## config.mk

```make
export PLATFORM = sky130hd
export DESIGN_NAME = gpio_port_ctrl
export DESIGN_NICKNAME = d
export VERILOG_FILES = /design/src/rtl/gpio_port_pkg.sv /design/src/rtl/gpio_mode_latch.sv /design/src/rtl/gpio_reg_file.sv /design/src/rtl/gpio_in_sync.sv /design/src/rtl/gpio_pin_mux.sv /design/src/rtl/gpio_port_ctrl.sv
export SDC_FILE = /design/constraint.sdc
export NUM_CORES = 1
export LEC_CHECK = 0
export ABC_AREA = 1
export BUFFER_PORTS_ARGS = -buffer_cell sky130_fd_sc_hd__buf_2
export CORE_MARGIN = 8
export CORE_UTILIZATION = 47
export CTS_CLUSTER_SIZE = 30
export DETAILED_ROUTE_END_ITERATION = 7
export PLACE_DENSITY = 0.91
export SETUP_SLACK_MARGIN = 0.05
export SKIP_LAST_GASP = 1
export SYNTH_ARGS = -nofsm -noshare
export SYNTH_HDL_FRONTEND = slang
export SYNTH_HIERARCHICAL = 1
export SYNTH_SLANG_ARGS = --single-unit
```

## constraint.sdc

```tcl
create_clock -name clk -period 1.6 [get_ports clk]
set_clock_uncertainty 0.1 [all_clocks]
set_input_delay 0.24 -clock clk [delete_from_list [all_inputs] [get_ports clk]]
set_output_delay 0.24 -clock clk [all_outputs]
set_load 0.03 [all_outputs]
```

## src/rtl/gpio_port_pkg.sv

```systemverilog
package gpio_port_pkg;

  // Register select on the bus side.
  typedef enum logic {
    SEL_DIR  = 1'b0,
    SEL_DATA = 1'b1
  } reg_sel_e;

  localparam int unsigned MODE_W = 2;

  // Modes 2'b10 and 2'b11 give the top pin to the address bus.
  function automatic logic mode_is_wide(input logic [MODE_W-1:0] mode);
    return (mode >= 2'd2);
  endfunction

endpackage

```

## src/rtl/gpio_mode_latch.sv

```systemverilog
module gpio_mode_latch
  import gpio_port_pkg::*;
(
  input  logic              clk,
  input  logic              rst_n,
  input  logic [MODE_W-1:0] mode_i,
  output logic              wide_o
);

  logic init_q, init_d;
  logic wide_q, wide_d;
  logic cap_en;

  // Capture happens once, at the first edge after reset.
  assign cap_en = init_q;

  always_comb begin
    init_d = 1'b0;
    wide_d = mode_is_wide(mode_i);
  end

  always_ff @(posedge clk or negedge rst_n) begin
    if (!rst_n) begin
      init_q <= 1'b1;
      wide_q <= 1'b0;
    end else if (cap_en) begin
      init_q <= init_d;
      wide_q <= wide_d;
    end
  end

  // Before the capture edge, the live input decides the mode.
  assign wide_o = init_q ? mode_is_wide(mode_i) : wide_q;

endmodule

```

## src/rtl/gpio_reg_file.sv

```systemverilog
module gpio_reg_file
  import gpio_port_pkg::*;
#(
  parameter int unsigned PORT_W = 8
) (
  input  logic              clk,
  input  logic              rst_n,
  input  logic              hw_stby_i,
  input  logic              sw_stby_i,
  input  logic              wr_en_i,
  input  reg_sel_e          wr_sel_i,
  input  logic [PORT_W-1:0] wdata_i,
  output logic [PORT_W-1:0] dir_q_o,
  output logic [PORT_W-1:0] data_q_o
);

  logic [PORT_W-1:0] dir_q, dir_d;
  logic [PORT_W-1:0] data_q, data_d;
  logic              wr_ok;
  logic              upd_en;

  assign wr_ok  = wr_en_i && !sw_stby_i && !hw_stby_i;
  assign upd_en = hw_stby_i || wr_ok;

  always_comb begin
    dir_d  = dir_q;
    data_d = data_q;
    if (hw_stby_i) begin
      dir_d  = '0;
      data_d = '0;
    end else if (wr_ok) begin
      if (wr_sel_i == SEL_DIR) dir_d  = wdata_i;
      else                     data_d = wdata_i;
    end
  end

  always_ff @(posedge clk or negedge rst_n) begin
    if (!rst_n) begin
      dir_q  <= '0;
      data_q <= '0;
    end else if (upd_en) begin
      dir_q  <= dir_d;
      data_q <= data_d;
    end
  end

  assign dir_q_o  = dir_q;
  assign data_q_o = data_q;

endmodule

```

## src/rtl/gpio_in_sync.sv

```systemverilog
module gpio_in_sync #(
  parameter int unsigned PORT_W = 8,
  parameter int unsigned STAGES = 2
) (
  input  logic              clk,
  input  logic              rst_n,
  input  logic [PORT_W-1:0] async_i,
  output logic [PORT_W-1:0] sync_o
);

  logic [PORT_W-1:0] stage_q [STAGES];

  for (genvar s = 0; s < STAGES; s++) begin : g_stage
    logic [PORT_W-1:0] stage_d;
    if (s == 0) begin : g_first
      assign stage_d = async_i;
    end else begin : g_rest
      assign stage_d = stage_q[s-1];
    end
    always_ff @(posedge clk or negedge rst_n) begin
      if (!rst_n) stage_q[s] <= '0;
      else        stage_q[s] <= stage_d;
    end
  end

  assign sync_o = stage_q[STAGES-1];

endmodule

```

## src/rtl/gpio_pin_mux.sv

```systemverilog
module gpio_pin_mux
  import gpio_port_pkg::*;
#(
  parameter int unsigned PORT_W = 8
) (
  input  logic              wide_i,
  input  logic [PORT_W-1:0] dir_q_i,
  input  logic [PORT_W-1:0] data_q_i,
  input  logic              addr_bit_i,
  input  logic [PORT_W-1:0] pulse_en_i,
  input  logic [PORT_W-1:0] pulse_val_i,
  input  logic [PORT_W-1:0] sync_i,
  input  reg_sel_e          rd_sel_i,
  output logic [PORT_W-1:0] pin_o,
  output logic [PORT_W-1:0] pin_oe_o,
  output logic [PORT_W-1:0] rdata_o
);

  localparam int unsigned TOP = PORT_W - 1;

  logic [PORT_W-1:0] dir_eff;
  logic [PORT_W-1:0] drive_val;
  logic [PORT_W-1:0] readback;

  for (genvar i = 0; i < PORT_W; i++) begin : g_pin
    logic gp_val;
    assign gp_val = pulse_en_i[i] ? pulse_val_i[i] : data_q_i[i];
    if (i == TOP) begin : g_top
      assign dir_eff[i]   = dir_q_i[i] | wide_i;
      assign drive_val[i] = wide_i ? addr_bit_i : gp_val;
    end else begin : g_low
      assign dir_eff[i]   = dir_q_i[i];
      assign drive_val[i] = gp_val;
    end
    assign pin_o[i]    = dir_eff[i] & drive_val[i];
    assign readback[i] = dir_eff[i] ? data_q_i[i] : sync_i[i];
  end

  assign pin_oe_o = dir_eff;
  assign rdata_o  = (rd_sel_i == SEL_DIR) ? {PORT_W{1'b1}} : readback;

endmodule

```

## src/rtl/gpio_port_ctrl.sv

```systemverilog
module gpio_port_ctrl
  import gpio_port_pkg::*;
#(
  parameter int unsigned PORT_W      = 8,
  parameter int unsigned SYNC_STAGES = 2
) (
  input  logic              clk,
  input  logic              rst_n,
  input  logic [MODE_W-1:0] mode_i,
  input  logic              hw_stby_i,
  input  logic              sw_stby_i,
  input  logic              wr_en_i,
  input  logic              reg_sel_i,
  input  logic [PORT_W-1:0] wdata_i,
  output logic [PORT_W-1:0] rdata_o,
  input  logic              addr_bit_i,
  input  logic [PORT_W-1:0] pulse_en_i,
  input  logic [PORT_W-1:0] pulse_val_i,
  input  logic [PORT_W-1:0] pin_i,
  output logic [PORT_W-1:0] pin_o,
  output logic [PORT_W-1:0] pin_oe_o
);

  reg_sel_e          sel;
  logic              wide;
  logic [PORT_W-1:0] dir_q;
  logic [PORT_W-1:0] data_q;
  logic [PORT_W-1:0] pin_sync;

  assign sel = reg_sel_e'(reg_sel_i);

  gpio_mode_latch u_mode (
    .clk    (clk),
    .rst_n  (rst_n),
    .mode_i (mode_i),
    .wide_o (wide)
  );

  gpio_reg_file #(.PORT_W(PORT_W)) u_regs (
    .clk       (clk),
    .rst_n     (rst_n),
    .hw_stby_i (hw_stby_i),
    .sw_stby_i (sw_stby_i),
    .wr_en_i   (wr_en_i),
    .wr_sel_i  (sel),
    .wdata_i   (wdata_i),
    .dir_q_o   (dir_q),
    .data_q_o  (data_q)
  );

  gpio_in_sync #(.PORT_W(PORT_W), .STAGES(SYNC_STAGES)) u_sync (
    .clk     (clk),
    .rst_n   (rst_n),
    .async_i (pin_i),
    .sync_o  (pin_sync)
  );

  gpio_pin_mux #(.PORT_W(PORT_W)) u_mux (
    .wide_i      (wide),
    .dir_q_i     (dir_q),
    .data_q_i    (data_q),
    .addr_bit_i  (addr_bit_i),
    .pulse_en_i  (pulse_en_i),
    .pulse_val_i (pulse_val_i),
    .sync_i      (pin_sync),
    .rd_sel_i    (sel),
    .pin_o       (pin_o),
    .pin_oe_o    (pin_oe_o),
    .rdata_o     (rdata_o)
  );

endmodule

```

==> flow_summary_export.csv <==
group,metric,value,unit
timing,hold_viol,0,
critical_path,critical_path_class,"reg2out",
yosys,synthTopCellsByCount,"nand2_1, dfrtp_1, inv_1, nor2_1, nand3_1",
layout,syn_to_final_growth,35.2,%
routing,avgViaCountPerCell,4.50,
yosys,syn_area,1540,um^2
yosys,synth-xor-area-share,0,
yosys,synth_top_family_by_area,"simple AND/OR/NAND/NOR gates",
clock_network,cts_inserted_buffers,5,
layout,num-nets-final,298,
routing,wl,3760,um
layout,seqCellArea,852,um^2
pwr,p_total,1.69,mW
die,start_util,0.477,
yosys,yosysMostFrequentCell,"nand2_1",
critical_path,slowest_delay,0.55,ns
yosys,synthMuxAreaShare,0,
grt,grt_pass1_vias,1387,
critical_path,worst-r2r-cell-count,3,
die,dieArea,5370,um^2
critical_path,endpoint_kind,"output port",
layout,multi_input_area,523,um^2
critical_path,cp.required,1.26,ns
pwr,p_leak,1.20,nW
yosys,syn_avg_cell_area,8.38,um^2
yosys,synth_area_leader_cell,"dfrtp_1",
yosys,ys_types,18,
critical_path,critPathMaxFanout,5,
timing,fin_crit,1.81,ns
clock_network,clock_latency,0.32,ns
layout,drive_gt1_frac,0.333,
critical_path,slowest_stage,"dfstp_2",
clock_network,htreeDepth,2,
clock_network,cts_tree,"yes",
job,cap_violations,0,
routing,avgRoutedWirePerCell,12.4,um
yosys,synthSimpleGateAreaFrac,0.262,
layout,fin_util,0.645,
yosys,synth.area.top_cells,"dfrtp_1, nand2_1, inv_1",
routing,drc,0,
timing,timing.final.crit_share,1.13,
timing,slew_viol_final,0,
grt,grt_max_degree,19,
clock_network,clkTransAtPathRegs,0.10,ns
yosys,synth_ff_type,"dfrtp_1",
yosys,synth_edf_count,0,
yosys,synth-seq-cells,34,
yosys,synth_compound_area_frac,0.0600,
die,boundaryPins,65,
critical_path,crit_chain,"inv_2 > nand2_2 > nand2_4 > o21ai_1 > nand3_2 > buf_6",
place,gp_congestion,0.716,
critical_path,crit_arrival,1.47,ns
critical_path,cp-start-kind,"flop",
routing,firstDrtPassIters,4,
grt,grt_usage,0.143,
outcome,outcome,"finished with violations",
layout,num-fill-cells,290,
timing,fmax,552,MHz
die,coreArea,3230,um^2
routing,vias,1369,
pwr,vdd_ir_drop_max,0.521,mV
worst_hold_path,min_delay_path_depth,3,
yosys,ys_seq_area_frac,0.552,
worst_hold_path,hold_path.class,"in2reg",
die,floorplan.rows,21,
grt,grt_antenna_before_repair,0,
timing,grt_setup_unrepaired,"true",
grt,grt_overflow_total,0,
yosys,syn_nets,225,
die,die_height,73.3,um
routing,ant_nets,0,
timing,setup_violations,3,
yosys,synthAdderAreaFrac,0,
yosys,synthArstFlopShare,1.00,
timing,fin_ws,-0.212,ns
pwr,power_density,809,nW/um^2
routing,drt_iter0_drc,36,
place,post-dp-hpwl,2710,um
yosys,synthCells,184,
yosys,yosys_warnings,6,
yosys,yosysTopAreaCellShare,0.535,
clock_network,cts.sinks,34,
place,port_buffers,63,
clock_network,clk_root_buffer_cell,"clkbuf_4",
layout,diodes,0,
die,dieWidth,73.3,um
clock_network,clock_path_buffers,2,
grt,grt_pass1_wl,5860,um
outcome,violations,"negative setup slack",
stage by stage:
| step | hold WS (ns) | cell area (um^2) | worst slack [ns] | cells | TNS [ns] |
|---|---|---|---|---|---|
| after floorplan | -0.156 | 1540 | 0.156 | 184 | 0 |
| final | 0.100 | 2090 | -0.212 | 304 | -0.489 |
| after detailed placement | 0.0909 | 1860 | 0.0837 | 284 | 0 |
| after global routing | 0.100 | 2090 | -0.268 | 304 | -0.665 |
| after CTS | 0.0819 | 2030 | -0.189 | 301 | -0.412 |
| after global placement | 0.0852 | 1860 | 0.117 | 284 | 0 |
state kept, by name (all words and copies together), names as in the netlist:
name and cells:
u_mode/cap_en 1, u_regs/data_q_o 8, u_mode/wide_q 1, u_sync/sync_o 8, u_sync/g_stage.stage_d 8, u_regs/dir_q_o 8
kinds of logic after synthesis:
| kind of cell | Yosys count |
|---|---|
| AO/OA/AOI/OAI | 15 |
| buffers and inverters | 40 |
| flip-flops | 34 |
| other | 1 |
| AND/OR/NAND/NOR | 94 |
power breakdown:
group	switching [mW]	total (mW)	internal, mW
clock network	0.267	0.479	0.213
registers	0.0213	0.918	0.897
logic	0.171	0.290	0.120
total	0.459	1.69	1.23
final timing paths:
kind | startpoint | end | slack, ns
worst min register to register | u_sync/g_stage[1].stage_d[0] | u_sync/sync_o[0] | 0.25
worst max register to register | u_mode/cap_en | u_mode/wide_q | 0.67
worst min-delay path | mode_i[1] | u_mode/wide_q | 0.1
max in group asynchronous | rst_n | u_sync/g_stage[1].stage_d[0] | 0.70
worst max-delay path | u_mode/cap_en | rdata_o[7] | -0.21
min in group asynchronous | rst_n | u_sync/g_stage[1].stage_d[3] | 0.26
cell usage in the layout (no fill, tap or decap), types with 2 or more instances in the layout:
cell,n
nand2_2,2
clkbuf_4,6
o21ai_0,6
dfrtp_1,33
buf_2,55
buf_6,3
buf_4,7
nor2_1,23
o211ai_1,7
nand2_1,47
clkinv_2,2
nor2_4,2
dlygate4sd3_1,9
o21ai_1,2
inv_1,27
nand3_2,2
nand3_1,16
inv_2,2
routing by layer:
| metal | share of wire | up-vias | track usage | wire (um) |
|---|---|---|---|---|
| met5 | 0 | - | 0 | 0 |
| met4 | 0.011 | 0 | 0.0665 | 43 |
| met3 | 0.081 | 6 | 0.0491 | 303 |
| met2 | 0.51 | 45 | 0.260 | 1930 |
| met1 | 0.39 | 610 | 0.143 | 1490 |
| li1 | - | 708 | - | - |
worst max-delay path, delay by kind of cell (launching register included):
kind,cells,cell delay [ns]
buf+inv,2,0.19
compound gates,1,0.19
simple gates,3,0.23
flops,1,0.55
timing repair:
action,4_1_cts,5_1_grt
pin swaps,2,4
hold buffers,9,0
buffers inserted,0,3
setup endpoints to repair,3,11
gates resized for setup,8,16
endpoints found under the hold margin,23,0
layout make-up:
class | instances | area share
clock buffer | 7 | 0.0264
tap | 46 | 0.0276
multi-input combinational | 110 | 0.251
sequential | 34 | 0.409
clock inverter | 1 | 0.00240
inverter | 30 | 0.0546
timing repair buffer | 76 | 0.230
No activity file was read; power rests on OpenSTA's default activity.
